[src/rtl/conv_enc_pkg.sv]
package conv_enc_pkg;
  // default code: constraint length 3, two parity outputs
  localparam int unsigned DEF_K     = 3;
  localparam int unsigned DEF_N_OUT = 2;
  // generator taps packed per output, output g at [g*K +: K];
  // tap bit 0 weighs the current bit, tap bit j the bit j acceptances back
  localparam logic [DEF_N_OUT*DEF_K-1:0] DEF_GENS = {3'b111, 3'b101};
endpackage

[src/rtl/conv_enc_hist.sv]
module conv_enc_hist #(
  parameter int unsigned MEM = 2
) (
  input  logic           clk,
  input  logic           rst,
  input  logic           adv,
  input  logic           din,
  output logic [MEM-1:0] hist
);
  generate
    if (MEM == 1) begin : g_single
      always_ff @(posedge clk) begin
        if (rst)      hist <= '0;
        else if (adv) hist <= din;
      end
    end else begin : g_chain
      always_ff @(posedge clk) begin
        if (rst)      hist <= '0;
        else if (adv) hist <= {hist[MEM-2:0], din};
      end
    end
  endgenerate
endmodule

[src/rtl/conv_enc_taps.sv]
module conv_enc_taps #(
  parameter int unsigned K     = 3,
  parameter int unsigned N_OUT = 2,
  parameter logic [N_OUT*K-1:0] GENS = {3'b111, 3'b101}
) (
  input  logic [K-1:0]     window,
  output logic [N_OUT-1:0] sym
);
  for (genvar g = 0; g < N_OUT; g++) begin : g_par
    assign sym[g] = ^(window & GENS[g*K +: K]);
  end
endmodule

[src/rtl/conv_enc_flush.sv]
module conv_enc_flush #(
  parameter int unsigned MEM   = 2,
  parameter int unsigned CNT_W = 2
) (
  input  logic clk,
  input  logic rst,
  input  logic flush_req,
  output logic busy
);
  logic [CNT_W-1:0] cnt;

  assign busy = (cnt != '0);

  always_ff @(posedge clk) begin
    if (rst)            cnt <= '0;
    else if (busy)      cnt <= cnt - CNT_W'(1);
    else if (flush_req) cnt <= CNT_W'(MEM);
  end
endmodule

[src/rtl/conv_enc_r2.sv]
module conv_enc_r2
  import conv_enc_pkg::*;
#(
  parameter int unsigned K     = DEF_K,
  parameter int unsigned N_OUT = DEF_N_OUT,
  parameter logic [N_OUT*K-1:0] GENS = DEF_GENS
) (
  input  logic             clk,
  input  logic             rst,
  input  logic             in_vld,
  input  logic             in_bit,
  input  logic             flush_req,
  output logic             out_vld,
  output logic [N_OUT-1:0] out_sym
);
  localparam int unsigned MEM   = K - 1;
  localparam int unsigned CNT_W = $clog2(MEM + 1);

  logic           busy;
  logic           adv;
  logic           cur_bit;
  logic [MEM-1:0] hist;
  logic [K-1:0]   window;
  logic [N_OUT-1:0] sym_nxt;

  // flush zeros take precedence over the data port
  assign adv     = busy | in_vld;
  assign cur_bit = busy ? 1'b0 : in_bit;
  assign window  = {hist, cur_bit};

  conv_enc_flush #(.MEM(MEM), .CNT_W(CNT_W)) u_flush (
    .clk(clk), .rst(rst), .flush_req(flush_req), .busy(busy)
  );

  conv_enc_hist #(.MEM(MEM)) u_hist (
    .clk(clk), .rst(rst), .adv(adv), .din(cur_bit), .hist(hist)
  );

  conv_enc_taps #(.K(K), .N_OUT(N_OUT), .GENS(GENS)) u_taps (
    .window(window), .sym(sym_nxt)
  );

  always_ff @(posedge clk) begin
    if (rst) begin
      out_vld <= 1'b0;
      out_sym <= '0;
    end else begin
      out_vld <= adv;
      if (adv) out_sym <= sym_nxt;
    end
  end
endmodule

[config.mk]
export PLATFORM = sky130hd
export DESIGN_NAME = conv_enc_r2
export DESIGN_NICKNAME = d
export VERILOG_FILES = /design/src/rtl/conv_enc_pkg.sv /design/src/rtl/conv_enc_hist.sv /design/src/rtl/conv_enc_taps.sv /design/src/rtl/conv_enc_flush.sv /design/src/rtl/conv_enc_r2.sv
export SDC_FILE = /design/constraint.sdc
export NUM_CORES = 1
export LEC_CHECK = 0
export BUFFER_PORTS_ARGS = -buffer_cell sky130_fd_sc_hd__buf_2
export CAP_MARGIN = 20
export CORE_AREA = 2 2 39 41
export CTS_CLUSTER_DIAMETER = 30
export DETAILED_ROUTE_END_ITERATION = 8
export DIE_AREA = 0 0 41 43
export HOLD_SLACK_MARGIN = 0.02
export PLACE_DENSITY = 0.53
export SETUP_SLACK_MARGIN = 0.02
export SLEW_MARGIN = 10
export SYNTH_ARGS = -nofsm -noshare
export SYNTH_HDL_FRONTEND = slang
export SYNTH_SLANG_ARGS = --single-unit
[constraint.sdc]
create_clock -name clk -period 1.6 [get_ports clk]
set_input_delay 0.16 -clock clk [delete_from_list [all_inputs] [get_ports clk]]
set_output_delay 0.16 -clock clk [all_outputs]
set_load 0.02 [all_outputs]
==> flow_metrics.py, run 1 <==
metrics = {
    "sta": {
        "drv_slew": 0,
        "setup_ws_ns": 0.358,
        "rsz0062_at_grt": "false",
        "relSlewSlack_pct": 83.9,
        "hold_viol_final": 0,
        "setup_viol": 0,
        "timing.hold.ws_ns": 0.205,
        "period_needed_ns": 1.24,
        "timing.fmax_mhz": 805,
        "fin_crit_sh_pct": 77.6,
        "worst_slew_pin_slew_ns": 0.238,
        "finalSetupTns_ns": 0,
        "fin_worst_skew_ns": 0.00108,
    },
    "global_route": {
        "grt_pass1_vias": 243,
        "gr-usage-all-layers_pct": 9.34,
        "grt_max_degree": 11,
        "antenna_found_initial": 0,
        "globalRouteOverflowTotal": 0,
        "grt_pass1_wl_mm": 1.01,
    },
    "clock_network": {
        "cts_root_buf": "clkbuf_4",
        "clock_sinks": 7,
        "clk_path_buf_depth": 2,
        "clock_latency_ns": 0.25,
        "cts_tree": "done",
        "hold_buffers": 0,
        "h-tree-depth": 1,
        "cts_repair_resize_count": 0,
        "cts-buffers-inserted": 3,
        "path_clk_slew_ns": 0.05,
        "cts_setup_buffers": 0,
    },
    "setup_path": {
        "cp_slowest_cell": "dfxtp_1",
        "reg2regPathDepth": 5,
        "worstSetupStartpointType": "flop",
        "cp.required_ns": 1.72,
        "critPathCaptureType": "flop",
        "arrival_ns": 1.36,
        "crit_fanout": 7,
        "slowest_delay_ns": 0.32,
        "crit_type": "reg -> reg",
        "worstPathCellList": "inv_1, ha_1, and4b_1, mux2i_1, o311ai_1",
    },
    "finish": {
        "diodes": 0,
        "mostFrequentLayoutCells": "buf_2, dfxtp_1, inv_1, nor2_1, mux2i_1",
        "final_layout_size_suffix_gt1_share_pct": 21.7,
        "fill_cells": 147,
        "synthToLayoutAreaGrowth_pct": 22.3,
        "nNetsFinal": 54,
        "fin_area_um2": 419,
    },
    "worst_hold_path": {
        "hold_depth": 2,
        "hp-class": "in -> reg",
    },
    "power": {
        "power_density_mw_per_mm2": 1180,
        "ir_worst_vdd_mv": 0.485,
        "p_leak_uw": 0.000193,
        "power_uw": 497,
    },
    "drt": {
        "post_drt_wl_per_cell_um": 9.40,
        "drt_drc_violations_left": 0,
        "drtIter0Drc": 4,
        "detail_route.vias_per_cell": 4.31,
        "routed_wl_um": 583,
        "drtPass1Iterations": 4,
        "detail-route-antenna-nets": 0,
        "num_vias": 267,
    },
    "synthesis": {
        "synthSimpleGateAreaFrac_pct": 23.7,
        "synth_seq_cells": 7,
        "ys_warn_count": 0,
        "syn_avg_cell_area_um2": 9.52,
        "syn-instance-count": 36,
        "ys_seq_area_share_pct": 40.9,
        "synthMuxAreaShare_pct": 11.7,
        "synth_top_cell_by_area": "dfxtp_1",
        "synth_nets": 43,
        "synth_fa_ha_area_share_pct": 7.30,
        "synth_compound_area_share_pct": 8.03,
        "syn-cell-area_um2": 343,
        "synth_top_family_by_area": "simple AND/OR/NAND/NOR gates",
        "yosysTopAreaCellShare_pct": 40.9,
        "synth_cell_types": 18,
        "synth-xor-area-share_pct": 2.55,
        "synth_area_leaders": "dfxtp_1, mux2i_1, ha_1",
    },
    "die": {
        "die_w_um": 41,
        "initial_core_util_pct": 24.8,
        "io_pins": 8,
        "coreArea_mm2": 0.00138,
        "num_rows": 14,
        "die_y_um": 43,
        "die_area_mm2": 0.00176,
    },
    "placement": {
        "place.gp.congestion": 0.721,
        "place_ws_ns": 0.374,
        "port_buffers": 7,
        "dpl.hpwl_um": 453,
        "placed_area_um2": 393,
    },
    "run_status": {
        "outcome": "finished, final reports clean",
    },
    "run": {
        "cap_violations": 0,
    },
}
[cell type report]
| class | instances | area [um^2] | area share [%] |
|---|---|---|---|
| multi-input cells | 24 | 183 | 43.6 |
| flip-flops and latches | 7 | 140 | 33.4 |
| repair buffers | 7 | 35.0 | 8.36 |
| clock buffers | 4 | 26.3 | 6.27 |
| well taps | 16 | 20.0 | 4.78 |
| inverters | 4 | 15.0 | 3.58 |
[state kept, by name, summed over array words and instances, names as in the netlist]
signal and count:
u_flush.cnt 2, out_vld 1, out_sym 2, u_hist.hist 2
[cell families after synthesis]
kind of cell	count (synthesis)
fa+ha+maj	2
xor+xnor	1
simple gates	13
mux	4
flops	7
buf+inv	5
compound gates	4
[where the power goes]
part / total, uW / internal, uW / switching [uW] / leakage (uW)
sequential: 212 / 199 / 13.1 / 0.0000576
clock: 156 / 94.9 / 61.2 / 0.0000150
combinational: 128 / 54.9 / 73.1 / 0.000121
total: 497 / 349 / 147 / 0.000193
[Yosys cell counts (all sizes together)]
cell,count
dfxtp,7
nor2b,2
xnor2,1
mux2i,4
nand3b,1
nor3,1
inv,4
a31oi,1
and4b,1
o21ai,1
nand2b,2
buf,1
or4b,1
ha,2
o311ai,1
a211oi,1
nand4b,1
nor2,4
[stage by stage]
| step | instances | util, % |
|---|---|---|
| after floorplan | 36 | - |
| after global placement | 58 | 28.4 |
| after detailed placement | 58 | 28.4 |
| after CTS | 62 | 30.3 |
| after global routing | 62 | 30.3 |
| final | 62 | 30.3 |
[critical path, delay by kind of cell, from the launching register on]
kind                       cells  cell delay, ns
buffers and inverters          1            0.06
AOI/OAI and AO/OA              1            0.11
and+or+nand+nor                1            0.23
DFF                            1            0.32
adders and majority gates      1            0.26
muxes                          1            0.14
[routing by layer]
layer	wire length (um)	up-vias	GRT usage [%]
met4	0	0	6.00
met3	28	0	7.85
met2	281	7	11.6
li1	-	144	-
met5	0	-	0
met1	273	116	10.3
[path summary, 6_finish.rpt]
kind	startpoint	endpoint	slack, ns
max	u_flush.cnt[0]	out_sym[1]	0.36
min	rst	out_vld	0.20
max reg2reg	u_flush.cnt[0]	out_sym[1]	0.36
min reg2reg	u_flush.cnt[0]	u_flush.cnt[0]	0.49
No activity file was read; power rests on OpenSTA's default activity.
==> run 2, diff against run 1 <==
Settings changed: PLACE_DENSITY 0.53 to 0.55.
Clock period 1.6 ns to 1 ns, I/O delays scaled along.
==> flow_metrics.py, run 2 (synthesis results as in run 1) <==
metrics = {
    "run_status": {
        "outcome": "finished, violations left",
        "violations": "negative setup slack",
    },
    "power": {
        "p_int_uw": 664,
        "swShare_pct": 29.9,
        "p_leak_uw": 0.000243,
        "seqPwrFrac_pct": 36.1,
        "p_comb_share_pct": 37.1,
        "ir_worst_vdd_mv": 0.945,
        "power_density_mw_per_mm2": 1850,
        "p_sw_uw": 283,
        "p_clk_share_pct": 26.8,
    },
    "global_route": {
        "grt_util_met1_pct": 11.9,
        "use_met3_pct": 4.71,
        "antenna_found_initial": 0,
        "grt_max_degree": 8,
        "globalRouteOverflowTotal": 0,
        "gr-usage-met2_pct": 9.38,
        "busiest_layer": "met1",
        "gr-usage-all-layers_pct": 8.54,
        "grt_pass1_wl_um": 945,
        "grt_pass1_vias": 239,
    },
    "clock_network": {
        "h-tree-depth": 1,
        "clock_latency_ns": 0.25,
        "cts_tree": "done",
        "path_clk_slew_ns": 0.06,
        "cts_setup_buffers": 0,
        "clk_path_buf_depth": 2,
        "cts-buffers-inserted": 3,
        "clock_sinks": 7,
        "cts_root_buf": "clkbuf_4",
    },
    "placement": {
        "port_buffers": 7,
        "place.gp.congestion": 0.683,
        "dp_cells": 65,
        "placed_area_um2": 458,
        "dpl.hpwl_um": 506,
    },
    "setup_path": {
        "crit_type": "reg -> reg",
        "crit_fanout": 2,
        "slowest_delay_ns": 0.48,
        "worstSetupStartpointType": "flop",
        "cp.required_ns": 1.15,
        "worstPathCellList": "xnor2_1, or4b_1, o311ai_1",
        "critPathCaptureType": "flop",
        "rrSetupSlack_ns": -0.12,
        "cp_slowest_cell": "or4b_1",
        "arrival_ns": 1.27,
        "reg2regPathDepth": 3,
    },
    "finish": {
        "post-route-util_pct": 37.0,
        "seq_area_um2": 144,
        "diodes": 0,
        "fill_cells": 146,
        "final_layout_size_suffix_gt1_share_pct": 49.1,
        "final_cells": 69,
        "nNetsFinal": 61,
        "mostFrequentLayoutCells": "buf_2, buf_4, nor2_1, mux2i_1, dfxtp_1",
        "synthToLayoutAreaGrowth_pct": 49.3,
        "final_common_cell": "buf_2",
        "multiInputGateArea_um2": 215,
        "fin_area_um2": 512,
        "largestRegisters": "out_sym: 2 flops, u_flush.cnt: 2 flops, u_hist.hist: 2 flops",
    },
    "drt": {
        "drtIter0Drc": 7,
        "detail-route-antenna-nets": 0,
        "post_drt_wl_per_cell_um": 8.80,
        "detail_route.vias_per_cell": 4.26,
        "num_vias": 294,
        "routed_wl_um": 607,
        "drtPass1Iterations": 3,
        "drt_drc_violations_left": 0,
    },
    "sta": {
        "fin_worst_skew_ns": 0.00999,
        "fin_crit_sh_pct": 112,
        "hold_viol_final": 0,
        "worst_slew_pin_slew_ns": 0.226,
        "rsz0062_at_grt": "true",
        "setup_ws_ns": -0.122,
        "setup_viol": 1,
        "relSlewSlack_pct": 84.7,
        "drv_slew": 0,
        "timing.fmax_mhz": 891,
        "period_needed_ns": 1.12,
    },
    "die": {
        "coreArea_mm2": 0.00138,
        "die_y_um": 43,
        "num_rows": 14,
        "die_w_um": 41,
        "io_pins": 8,
        "die_area_mm2": 0.00176,
        "initial_core_util_pct": 24.8,
    },
    "worst_hold_path": {
        "hold_depth": 2,
        "hp-class": "in -> reg",
    },
    "run": {
        "cap_violations": 0,
    },
}
## run 2: path summary, 6_finish.rpt
path,from,end
max,u_hist.hist[0],out_sym[1]
max reg2reg,u_hist.hist[0],out_sym[1]
min reg2reg,u_flush.cnt[0],u_flush.cnt[0]
min,rst,out_sym[0]
## run 2: area by class of cell
class,instances,share of cell area (%)
clock buffers,4,5.13
inverters,4,2.93
well taps,16,3.91
flip-flops and latches,7,28.1
repair buffers,14,17.8
multi-input cells,24,42.1
## run 2: power groups by stage
stage	combinational, uW	clock (uW)	sequential, uW
2_1_floorplan	161	0	363
3_3_place_gp	299	0	339
3_5_place_dp	300	0	342
4_1_cts	318	261	343
5_1_grt	393	273	345
6_report	352	254	342
## run 2: stage by stage
stage | setup WS, ns | TNS [ns] | total power (uW) | hold slack (ns)
floorplan | -0.0820 | -0.0898 | 524 | 0.276
global placement | -0.137 | -0.263 | 639 | 0.336
detailed placement | -0.141 | -0.284 | 642 | 0.334
CTS | -0.118 | -0.169 | 922 | 0.0652
global route | -0.186 | -0.330 | 1010 | 0.0720
finish | -0.122 | -0.122 | 948 | 0.0730
## run 2: worst max-delay path: cells and delay by family (launching register included)
kind | cells | cell delay [ns]
DFF | 1 | 0.32
AOI/OAI and AO/OA | 1 | 0.09
xor gates and xnor gates | 1 | 0.14
and+or+nand+nor | 1 | 0.48
## run 2: per-layer routing
metal	up-vias	part of all wire [%]
li1	162	-
met1	121	53
met2	9	35
met3	2	7.7
met4	0	3.3
met5	-	0
## run 2: timing repair
item	CTS	global route
cloned	0	0
pin swaps	4	1
gates resized for setup	6	4
endpoints found under the setup margin	5	5
hold buffers	0	0
